**src/rtl/pc_stack_unit.sv**
```systemverilog
module pc_stack_unit #(
  parameter int AW    = 14,
  parameter int DEPTH = 8
) (
  input  logic          clk,
  input  logic          rst_n,
  input  logic          inc_i,
  input  logic          jump_i,
  input  logic          call_i,
  input  logic          ret_i,
  input  logic          restart_i,
  input  logic [7:0]    opcode_i,
  input  logic [AW-1:0] target_i,
  input  logic          flag_c_i,
  input  logic          flag_z_i,
  input  logic          flag_s_i,
  input  logic          flag_p_i,
  output logic [AW-1:0] pc_o,
  output logic          taken_o
);
  localparam int PW = $clog2(DEPTH);

  logic [PW-1:0] lvl;
  logic [AW-1:0] ent [DEPTH];

  assign pc_o = ent[lvl];

  // flag index follows opcode[4:3]: carry, zero, sign, parity
  wire [3:0] flg    = {flag_p_i, flag_s_i, flag_z_i, flag_c_i};
  wire       cond_ok = opcode_i[2] | (flg[opcode_i[4:3]] == opcode_i[5]);

  wire sel_rst  = restart_i;
  wire sel_call = call_i & ~restart_i;
  wire sel_ret  = ret_i  & ~restart_i & ~call_i;
  wire sel_jmp  = jump_i & ~restart_i & ~call_i & ~ret_i;
  wire sel_inc  = inc_i  & ~restart_i & ~call_i & ~ret_i & ~jump_i;

  wire push     = sel_rst | (sel_call & cond_ok);
  wire pop      = sel_ret & cond_ok;
  wire jmp_go   = sel_jmp & cond_ok;
  wire taken_nx = push | pop | jmp_go;

  wire [PW-1:0] lvl_up = lvl + 1'b1;
  wire [PW-1:0] lvl_dn = lvl - 1'b1;
  wire [AW-1:0] vec    = AW'({opcode_i[5:3], 3'b000});

  logic          wr;
  logic [PW-1:0] wr_idx;
  logic [AW-1:0] wr_dat;

  always_comb begin
    wr     = push | jmp_go | sel_inc;
    wr_idx = push ? lvl_up : lvl;
    if (sel_rst)      wr_dat = vec;
    else if (sel_inc) wr_dat = pc_o + 1'b1;
    else              wr_dat = target_i;
  end

  always_ff @(posedge clk) begin
    if (!rst_n) begin
      lvl     <= '0;
      ent[0]  <= '0;
      taken_o <= 1'b0;
    end else begin
      taken_o <= taken_nx;
      if (push)     lvl <= lvl_up;
      else if (pop) lvl <= lvl_dn;
      if (wr) ent[wr_idx] <= wr_dat;
    end
  end
endmodule

```
**config.mk**
```make
export PLATFORM = sky130hd
export DESIGN_NAME = pc_stack_unit
export DESIGN_NICKNAME = d
export VERILOG_FILES = /design/src/rtl/pc_stack_unit.sv
export SDC_FILE = /design/constraint.sdc
export NUM_CORES = 1
export LEC_CHECK = 0
export ABC_AREA = 1
export BUFFER_PORTS_ARGS = -buffer_cell sky130_fd_sc_hd__buf_2
export CORE_MARGIN = 3
export CORE_UTILIZATION = 62
export CTS_BUF_LIST = sky130_fd_sc_hd__clkbuf_2
export DETAILED_ROUTE_END_ITERATION = 10
export PLACE_DENSITY = 0.92
export SYNTH_ARGS = -nofsm -noshare
export SYNTH_HDL_FRONTEND = slang
export SYNTH_SLANG_ARGS = --single-unit
```
**constraint.sdc**
```tcl
create_clock -name clk -period 3.41 [get_ports clk]
set_clock_uncertainty 0.2 [all_clocks]
set_input_delay 0.682 -clock clk [delete_from_list [all_inputs] [get_ports clk]]
set_output_delay 0.682 -clock clk [all_outputs]
set_load 0.01 [all_outputs]
```
* After elaboration in Yosys (flattened, before gate mapping) *
Memory sizes are Yosys's and may differ from the RTL's. A register that Yosys moved wholly into a read port is not among the register bits.
Cells that the tools add are included.

cells by class
  $lt $le $gt $ge = 1
  bitwise gates (word level) = 23
  reduce and logical (&&, ||, !) cells = 2
  equal/unequal tests = 1
  $add $sub $neg = 3
  multiplexer cells = 16

operator list
  cell                                                        count
  2-to-1 mux 14 bit                                           3
  2-to-1 mux 3 bit                                            6
  adder 14 x 1 -> 14 bit, second input constant               1
  OR reduction 14 bit                                         1
  bitwise AND 1 bit                                           13
  2-to-1 mux 1 bit                                            6
  OR 1 bit                                                    6
  NOT 1 bit                                                   4
  adder 3 x 1 -> 3 bit, second input constant                 1
  less-than comparator 2 x 3 -> 1 bit, second input constant  1
  subtractor 3 x 1 -> 3 bit, second input constant            1
  binary-select mux 1 bit (select 2 bit)                      1
  nonzero test 2 bit                                          1
  equality test 1 bit                                         1

word-level totals
  RAM bits = 112
  flip-flop bits (word level) = 4
  bits of input ports = 33
  word-level logic and storage cells = 49
  memories kept = 1
  output and inout bits = 15

memories
  memory  depth  bits a word  read ports  clocked after memory_dff  write ports  RTL line  source
  ent     8      14           1           1                         1            24        logic [AW-1:0] ent [DEPTH];

* Logic depth before layout (Yosys ltp) *
Gate-level depths: netlist of run 1.

  word-level depth = 13
  mapped depth = 16
  depth with buffers taken out = 15

* Worst setup path before layout of run 1 *
No wires, ideal clock.

  kind = input-to-reg
  start point = input restart_i
  end point = memory ent[1][0], enable pin
  setup time = 0.384 ns
  setup slack = 0.426 ns
  cell stages on the path = 10
  arrival time = 2.399 ns
  data required time = 2.826 ns
  buffers on the path = 0
  path through = or2_1 nor2_1 inv_2 nor3_2 inv_2 nand3_4 nand2_2 nor2_2 inv_1 nor2_1

between the ends
  word-level cells in the longest chain between the ends = 12
  elaborated cells between the ends (all ways) = 21
  classes of those cells = 6 x mux; 14 x bitwise; 1 x reduce/logical

RTL lines
  element                                                                RTL line    source
  start, declared                                                        11          input logic restart_i,
  NOT 1 bit                                                              33, 35, 36
  bitwise AND 1 bit (3 in series)                                        35          wire sel_jmp = jump_i & ~restart_i & ~call_i & ~ret_i;
  bitwise AND 1 bit                                                      40          wire jmp_go = sel_jmp & cond_ok;
  OR 1 bit (2 in series)                                                 52          wr = push | jmp_go | sel_inc;
  2-to-1 mux 1 bit                                                       68          if (wr) ent[wr_idx] <= wr_dat;
  2-to-1 mux 1 bit                                                       60          if (!rst_n) begin
  2-to-1 mux 1 bit (not written as such)                                 68
  OR reduction 14 bit (no source line)                                   n/a
  2-to-1 mux 3 bit (no source line) or 2-to-1 mux 1 bit (tied branches)  n/a
  end, declared                                                          24

Parallel ways exist; a longest one is shown, timed or not.

==> flow_summary.json, run 1 <==
{
  "status": "complete, no violations",
  "synthToLayoutAreaGrowth_pct": 12.3,
  "nets": 737,
  "initial_utilization_pct": 65.0,
  "grt_overflow_total": 0,
  "critPathMaxStageDelay_ns": 0.49,
  "viasPerCell": 5.70,
  "synth_cell_types": 35,
  "routed-wl-met3_microns": 1500,
  "avgSynthCellArea_sq_um": 9.05,
  "diodes": 0,
  "layout_setup_ws_ns": 0.130,
  "synth-edff-count": 112,
  "setup_viol": 0,
  "drtIter0Drc": 622,
  "wl_met1_microns": 5230,
  "critPathLaunchType": "flop",
  "finalPower_w": 0.00359,
  "mostFrequentLayoutCells": "nand2_1 (225), edfxtp_1 (112), inv_1 (84)",
  "clk_pin_slew_ns": 0.17,
  "tritoncts": "yes",
  "die_h_microns": 103,
  "period_needed_ns": 3.28,
  "worstSetupPathType": "flop to primary output",
  "async_reset_ff_share_pct": 0,
  "clockBufferDepth": 2,
  "core-area_sq_um": 8890,
  "min_path_type": "input port to flop",
  "cp_data_required_time_ns": 2.53,
  "cts.sinks": 119,
  "numCtsBuffers": 17,
  "drtPass1Iterations": 6,
  "p_leak_nw": 2.93,
  "antenna_found_initial": 0,
  "drc": 0,
  "ctsHoldBuffers": 0,
  "synth_seq_cells": 119,
  "routed_wirelength_microns": 14300,
  "crit_path_max_fanout": 15,
  "final_common_cell": "nand2_1",
  "maxCapViolCount": 0,
  "peakVddDrop_uv": 352,
  "synthTopCellsByArea": "edfxtp_1 (58%), nand2_1 (15%), nand3_1 (6.0%)",
  "ys_seq_area_share_pct": 60.7,
  "path_cells": "buf_4 -> buf_4 -> o21ai_0 -> o22ai_1 -> o21ai_0 -> inv_1 -> buf_2",
  "gp_congestion": 0.954,
  "postSynthCellCount": 638,
  "syn_nets": 676,
  "worst_pin_slew_ns": 0.867,
  "vias": 4672,
  "place_ws_ns": 0.230,
  "grt_max_degree": 32,
  "grt_pass1_vias": 4637,
  "fin_crit_sh_pct": 96.2,
  "clock-root-buffer": "clkbuf_2",
  "p_per_area_nw_per_um2": 553,
  "insertion_delay_ns": 0.67,
  "grt_usage_pct": 29.0,
  "yosys_warnings": 0,
  "io_pins": 48,
  "slowest_stage": "dfxtp_1",
  "htreeDepth": 4,
  "synth_top_area_share_pct": 58.2,
  "grt_pass1_wl_microns": 22500,
  "maxSlewViolCount": 0,
  "top_layer_used": "met4",
  "wl_met2_microns": 7100,
  "portBuffers": 43,
  "wl_per_cell_microns": 17.4,
  "dp_hpwl_microns": 9180,
  "slew_headroom_pct": 41.9,
  "dieArea_sq_um": 10500,
  "rows": 34,
  "finalHoldViolCount": 0,
  "fmax_mhz": 305,
  "drive_above_1_share_pct": 16.2,
  "die_x_microns": 103,
  "synth_top_area_cell": "edfxtp_1",
  "ys.flop_type": "edfxtp_1",
  "critPathArrivalTime_ns": 2.40,
  "syn_area_sq_um": 5780,
  "end_kind": "primary output",
  "antenna_left": 0
}
==> synthesized netlist by cell type (3+ instances only) <==
cell type and count:
edfxtp_1 112, buf_2 14, o21ai_1 3, o21ai_0 15
nand3_2 3, inv_1 84, nand4_1 4, a21oi_1 13
inv_2 7, buf_4 4, nand3_1 69, ha_1 5
dfxtp_1 7, nand2_1 225, nor2_1 47
==> layout make-up <==
class	count	area (sq um)
clock buffer	18	90.1
clock inverter	14	174
fill	574	2400
inverter	93	354
multi-input combinational	404	1800
sequential	119	3500
tap	108	135
timing repair buffer	64	430
==> critical path: cells and delay by family, from the launching register on <==
kind                   cells  cell delay, ns
buffers and inverters      4            0.71
flip-flops                 1            0.49
AO/OA/AOI/OAI              3            0.54
==> power breakdown <==
part	leakage, nW	internal, W	switching (W)
sequential	1.13	0.00171	0.0000343
clock	0.147	0.000417	0.000557
combinational	1.65	0.000271	0.000599
==> per-stage QoR <==
step	cell area (sq um)	setup TNS, ns	cells	utilization (%)	hold slack, ns
after floorplan	5780	0	638	-	0.327
after global placement	6200	0	788	69.7	0.361
after detailed placement	6200	0	788	69.7	0.360
after CTS	6470	0	820	72.8	0.148
after global routing	6490	-0.00379	820	73.0	0.136
final	6490	0	820	73.0	0.197
==> repair_timing <==
action	4_1_cts	5_1_grt
setup buffers	0	0
endpoints found under the setup margin	1	2
gates resized for setup	2	8
cloned	0	0
==> path summary, 6_finish.rpt <==
kind,cells after the start,slack (ns),startpoint,to
worst max-delay path,7,0.13,flop,pc_o[13]
worst min-delay path,3,0.20,rst_n,lvl[2]$_SDFFE_PN0N_
worst max register to register,14,0.49,flop,ent[3][10]$_DFFE_PP_
worst min register to register,2,0.39,lvl[0]$_SDFFE_PN0N_,flop
==> per-layer routing <==
metal	track usage (%)	vias up
met4	12.2	0
li1	-	2199
met2	48.8	320
met1	36.4	2103
met5	0	-
met3	6.63	50
==> cells by family after synthesis <==
| kind of cell | count (synthesis) | share of synthesized area (%) |
|---|---|---|
| AO/OA/AOI/OAI | 39 | 3.73 |
| AND/OR/NAND/NOR | 357 | 25.9 |
| buffers and inverters | 115 | 8.17 |
| flip-flops | 119 | 60.7 |
| XOR/XNOR | 3 | 0.455 |
| adder cells (fa/ha/maj) | 5 | 1.08 |
==> registers in the layout, summed over array words and instances (netlist names), named ones only <==
name	cells
ent	112
lvl	3
taken_o	1
Power figures use the tool's default switching activity.
==> inputs of run 2 (changes only) <==
- clock period: 3.41 -> 3.5 ns (I/O delays scaled with it)
==> run 2 against run 1 <==
Compared with the run above: non-clock buffer count grew 7; sequential power shrank 3%; via count is 2.9% higher; sequential share of layout area grew 0.15 points; utilization down 0.20 points; total power fell by 4.1%; global-route usage decreased by 0.096 points; die area unchanged; critical endpoint unchanged; largest cell class unchanged.
==> flow_summary.json, run 2 (same netlist as run 1, synthesis figures left out) <==
{
  "p_leak_nw": 2.95,
  "drive_above_1_share_pct": 16.8,
  "use_met3_pct": 7.65,
  "clock-root-buffer": "clkbuf_2",
  "setup_viol": 0,
  "rsz0062_at_grt": "no",
  "routed_wirelength_microns": 14400,
  "die_x_microns": 103,
  "wl_per_cell_microns": 17.4,
  "finalHoldViolCount": 0,
  "worstSetupPathType": "flop to primary output",
  "core-area_sq_um": 8890,
  "clk_pin_slew_ns": 0.17,
  "status": "complete, no violations",
  "critPathMaxStageDelay_ns": 0.41,
  "antenna_left": 0,
  "numCtsBuffers": 17,
  "use_met2_pct": 47.9,
  "peakVddDrop_uv": 350,
  "fmax_mhz": 303,
  "nets": 744,
  "drc": 0,
  "vias": 4808,
  "grt_max_degree": 40,
  "grt_overflow_total": 0,
  "dpl.cell_count": 795,
  "fin_crit_sh_pct": 94.4,
  "portBuffers": 43,
  "htreeDepth": 4,
  "grt_pass1_vias": 4667,
  "gp_congestion": 0.878,
  "clockBufferDepth": 2,
  "antenna_found_initial": 0,
  "multi_input_area_sq_um": 1800,
  "crit_path_max_fanout": 12,
  "drtPass1Iterations": 6,
  "fillers": 587,
  "maxSlewViolCount": 0,
  "final_common_cell": "nand2_1",
  "critPathArrivalTime_ns": 2.41,
  "slew_headroom_pct": 61.6,
  "regMostFlops": "ent",
  "synthToLayoutAreaGrowth_pct": 12.0,
  "path_delay_family": "buffers and inverters",
  "cp_num_buf_inv": 4,
  "drtIter0Drc": 623,
  "p_per_area_nw_per_um2": 532,
  "reg.largest.list": "ent (112), lvl (3), taken_o (1)",
  "critPathLaunchType": "flop",
  "cp_data_required_time_ns": 2.60,
  "die_h_microns": 103,
  "grt_use_met1_pct": 35.5,
  "min_path_type": "input port to flop",
  "path_cells": "clkinvlp_4 -> buf_4 -> o21ai_0 -> o22ai_1 -> o21ai_0 -> inv_1 -> buf_2",
  "slowest_stage": "dfxtp_1",
  "io_pins": 48,
  "stdcell_count": 827,
  "period_needed_ns": 3.31,
  "ctsHoldBuffers": 0,
  "dp_hpwl_microns": 9650,
  "end_kind": "primary output",
  "viasPerCell": 5.81,
  "fin_setup_tns_ns": 0,
  "rows": 34,
  "diodes": 0,
  "regArea_sq_um": 3500,
  "insertion_delay_ns": 0.65,
  "initial_utilization_pct": 65.0,
  "dieArea_sq_um": 10500,
  "grt_pass1_wl_microns": 22500,
  "worst_pin_slew_ns": 0.576,
  "cts.sinks": 119,
  "largest_reg_flops": 112,
  "crit_top_cell": "o21ai_0",
  "grt_usage_pct": 28.9,
  "maxCapViolCount": 0,
  "tritoncts": "yes",
  "top_usage_layer": "met2",
  "mostFrequentLayoutCells": "nand2_1 (225), edfxtp_1 (112), inv_1 (84)",
  "holdWs_ns": 0.232
}
==> run 2: cell types whose count changed in the layout (fill, tap and decap cells not counted), moves of 2 or more <==
cell        previous run  this run
buf_4                 15        27
buf_12                 4         1
clkbuf_2              18        21
clkinv_2               2         5
inv_6                  3         0
buf_6                  2         0
clkinvlp_4             4         2
inv_4                  2         0
==> run 2: power by group <==
group / internal [W] / total [W] / switching [W]
sequential: 0.00167 / 0.00170 / 0.0000315
combinational: 0.000256 / 0.000844 / 0.000588
clock: 0.000402 / 0.000898 / 0.000495
==> run 2: worst register-to-register path, cell delays in order, from the launching register on <==
cell and delay [ns]:
dfxtp_2 0.39, buf_4 0.40, nand2_1 0.11, nand2_1 0.08
nand2_1 0.04, nand2_1 0.06, nand2_1 0.06, nand2_1 0.20
ha_1 0.28, nand3_2 0.16, nor2_1 0.19, nand2_1 0.07
nand2_1 0.06, nand2_1 0.05, a21oi_1 0.41
==> run 2: metal layers <==
| layer | vias up | part of all wire (%) |
|---|---|---|
| met3 | 81 | 12 |
| met2 | 347 | 49 |
| met1 | 2174 | 35 |
| met5 | - | 0 |
| li1 | 2206 | - |
| met4 | 0 | 4.2 |
==> run 2: worst paths after layout <==
path / start / slack (ns) / to / cells after the start
setup / recovery: flop / 0.19 / pc_o[13] / 7
hold / removal: rst_n / 0.23 / flop / 3
setup reg to reg: flop / 0.47 / ent[1][10]$_DFFE_PP_ / 14
hold reg to reg: lvl[1]$_SDFFE_PN0N_ / 0.41 / flop / 2
==> run 2: timing repair <==
action                                  4_1_cts  5_1_grt
endpoints found under the setup margin        0        1
resized for setup                             0        1
setup buffers                                 0        0
==> run 2: cell type report <==
| cell class | count | area share (%) |
|---|---|---|
| flip-flops and latches | 119 | 54.2 |
| multi-input cells | 404 | 27.8 |
| repair buffers | 71 | 6.77 |
| inverters | 93 | 5.45 |
| clock inverters | 11 | 2.09 |
| well taps | 108 | 2.09 |
| clock buffers | 21 | 1.62 |
==> run 2: stage by stage <==
stage / utilization, % / instance area, sq um / total power (W) / setup slack [ns]
finish: 72.8 / 6470 / 0.00344 / 0.195
global route: 72.8 / 6470 / 0.00359 / 0.00902
floorplan: - / 5780 / 0.00225 / 0.498
CTS: 72.7 / 6470 / 0.00341 / 0.154
global placement: 70.0 / 6230 / 0.00249 / 0.487
detailed placement: 70.0 / 6230 / 0.00254 / 0.401
==> inputs of run 3 (changes only) <==
- ABC_AREA: 1 -> not set
- PLACE_DENSITY: 0.92 -> 0.93
==> run 3 against run 2 <==
Compared with the run above: sequential share of layout area grew 2.3 points; die area is 6.0% lower; utilization increased by 1.7 points; register-to-register slack got worse by 0.32 ns; first-iteration DRC count decreased by 52%; critical path type unchanged; critical endpoint is now pc_o[3]; area after synthesis fell by 6.3%; count of clock-buffer cells in the layout is 4 lower.
==> flow_summary.json, run 3 <==
{
  "htreeDepth": 4,
  "grt_pass1_wl_microns": 18100,
  "viasPerCell": 6.35,
  "p_per_area_nw_per_um2": 517,
  "path_cells": "buf_12 -> mux4_2 -> mux2i_2 -> inv_1 -> buf_2",
  "synth_top_area_cell": "edfxtp_1",
  "multi_input_area_sq_um": 1770,
  "core-area_sq_um": 8340,
  "maxCapViolCount": 0,
  "end_kind": "primary output",
  "syn_nets": 348,
  "hold_depth": 3,
  "wl_per_cell_microns": 22.8,
  "fillers": 469,
  "final_common_cell": "edfxtp_1",
  "grt_pass1_vias": 3324,
  "min_from": "jump_i",
  "postSynthCellCount": 310,
  "worstSetupPathType": "flop to primary output",
  "regMostFlops": "ent",
  "synth_seq_cells": 119,
  "synth_top_area_share_pct": 62.2,
  "regArea_sq_um": 3510,
  "fmax_mhz": 295,
  "peakVddDrop_uv": 271,
  "clockBufferDepth": 2,
  "reg.largest.list": "ent (112), lvl (3), taken_o (1)",
  "fin_crit_sh_pct": 96.8,
  "worst_pin_slew_ns": 0.983,
  "synth_cell_types": 49,
  "drtIter0Drc": 299,
  "postCtsSetupRepairBufs": 0,
  "crit_path_max_fanout": 14,
  "ys.flop_type": "edfxtp_1",
  "portBuffers": 43,
  "dp_hpwl_microns": 7900,
  "synth-edff-count": 112,
  "period_needed_ns": 3.39,
  "r2r_end": "ent[3][4]$_DFFE_PP_",
  "maxSlewViolCount": 0,
  "io_pins": 48,
  "finalHoldViolCount": 0,
  "vias": 3226,
  "tritoncts": "yes",
  "antenna_left": 0,
  "die_x_microns": 99.4,
  "nets": 428,
  "drc": 0,
  "cts.sinks": 119,
  "yosys_warnings": 0,
  "slowest_stage": "mux4_2",
  "min_path_type": "input port to flop",
  "worst_r2r_path_depth": 7,
  "critPathMaxStageDelay_ns": 0.53,
  "finish.utilization_pct": 74.5,
  "status": "complete, no violations",
  "async_reset_ff_share_pct": 0,
  "synthTopCellsByArea": "edfxtp_1 (62%), mux4_1 (12%), dfxtp_1 (2.6%)",
  "ys_seq_area_share_pct": 64.8,
  "antenna_found_initial": 0,
  "drive_above_1_share_pct": 36.0,
  "grt_overflow_total": 0,
  "clk_pin_slew_ns": 0.18,
  "die_h_microns": 99.4,
  "dieArea_sq_um": 9880,
  "largest_reg_flops": 112,
  "initial_utilization_pct": 64.9,
  "holdPathEnd": "taken_o$_SDFF_PN0_",
  "diodes": 0,
  "rrSetupSlack_ns": 0.15,
  "gp_congestion": 0.841,
  "cp_data_required_time_ns": 2.60,
  "routed_wirelength_microns": 11600,
  "finalPower_w": 0.00321,
  "grt_usage_pct": 25.1,
  "avgSynthCellArea_sq_um": 17.4,
  "rows": 33,
  "syn_area_sq_um": 5410,
  "ys_top_cells_by_count": "edfxtp_1 (112), mux4_1 (25), inv_1 (14)",
  "numCtsBuffers": 17,
  "critPathLaunchType": "flop",
  "critPathArrivalTime_ns": 2.49,
  "clock-root-buffer": "clkbuf_2",
  "grt_max_degree": 29,
  "insertion_delay_ns": 0.64,
  "synthToLayoutAreaGrowth_pct": 14.9,
  "mostFrequentLayoutCells": "edfxtp_1 (112), buf_2 (43), buf_4 (27)",
  "p_leak_nw": 2.27,
  "setup_viol": 0,
  "slew_headroom_pct": 33.6,
  "synth.most_common_cell": "edfxtp_1",
  "drtPass1Iterations": 5
}
-- run 3: cell types whose count changed in the layout (fill, tap and decap cells not counted), sizes merged, moves of 14 or more --
cell   previous run  this run
mux4              0        29
nand3            73        10
mux2i             0        14
inv              91        19
nor2             49        13
nand2           226         9
-- run 3: stage by stage --
stage | instance area [sq um] | std cells | TNS, ns | setup WS [ns] | hold slack (ns)
final | 6210 | 508 | 0 | 0.111 | 0.119
after CTS | 6170 | 507 | 0 | 0.0292 | 0.0701
after floorplan | 5420 | 310 | -17.70 | -0.316 | 0.320
after global routing | 6210 | 508 | -0.0751 | -0.0212 | 0.0461
after global placement | 5930 | 475 | -0.0554 | -0.00671 | 0.352
after detailed placement | 5930 | 475 | -1.83 | -0.0620 | 0.388
-- run 3: worst max-delay path by stage --
stage / startpoint / end / slack (ns) / depth (start not counted)
floorplan: opcode_i[3] / ent[1][0]$_DFFE_PP_ / -0.32 / 6
global placement: opcode_i[3] / ent[6][7]$_DFFE_PP_ / -0.007 / 9
detailed placement: opcode_i[3] / ent[4][6]$_DFFE_PP_ / -0.06 / 9
CTS: flop / pc_o[5] / 0.03 / 5
global route: flop / pc_o[2] / -0.02 / 5
finish: flop / pc_o[3] / 0.11 / 5
-- run 3: layer usage --
metal / share of wire, % / global-route usage (%) / routed length, microns
met4: 2.5 / 11.1 / 289
met1: 39 / 33.9 / 4500
met2: 50 / 39.9 / 5820
met3: 8.5 / 5.54 / 990
met5: 0 / 0 / 0
-- run 3: final cells by class --
cell class,count,share of cell area [%]
Clock inverter,15,2.48
Clock buffer,17,1.37
Inverter,16,0.967
Multi-Input combinational cell,162,28.5
Tap cell,105,2.11
Timing Repair Buffer,74,8.10
Sequential cell,119,56.5
-- run 3: kinds of logic after synthesis --
group	Yosys count	share of synthesized area, %
flip-flops	119	64.8
adder cells (fa/ha/maj)	5	1.16
AND/OR/NAND/NOR	66	6.59
buffers and inverters	29	3.26
multiplexers	47	17.8
XOR/XNOR	7	1.13
AO/OA/AOI/OAI	37	5.25
-- run 3: critical path, delay by kind of cell (launching register included) --
| kind | cells | cell delay, ns |
|---|---|---|
| buffers and inverters | 3 | 0.53 |
| DFF | 1 | 0.43 |
| muxes | 2 | 0.89 |
-- run 3: where the power goes --
group | internal (W) | switching [W] | leakage (nW)
Sequential | 0.00164 | 0.0000382 | 1.10
Clock | 0.000329 | 0.000525 | 0.139
Combinational | 0.000296 | 0.000380 | 1.03
-- run 3: repair_timing --
item / CTS / global route
hold buffers: 0 / 0
pin swaps: 0 / 0
setup endpoints to repair: 3 / 14
gates cloned: 0 / 1
gates resized for setup: 1 / 5
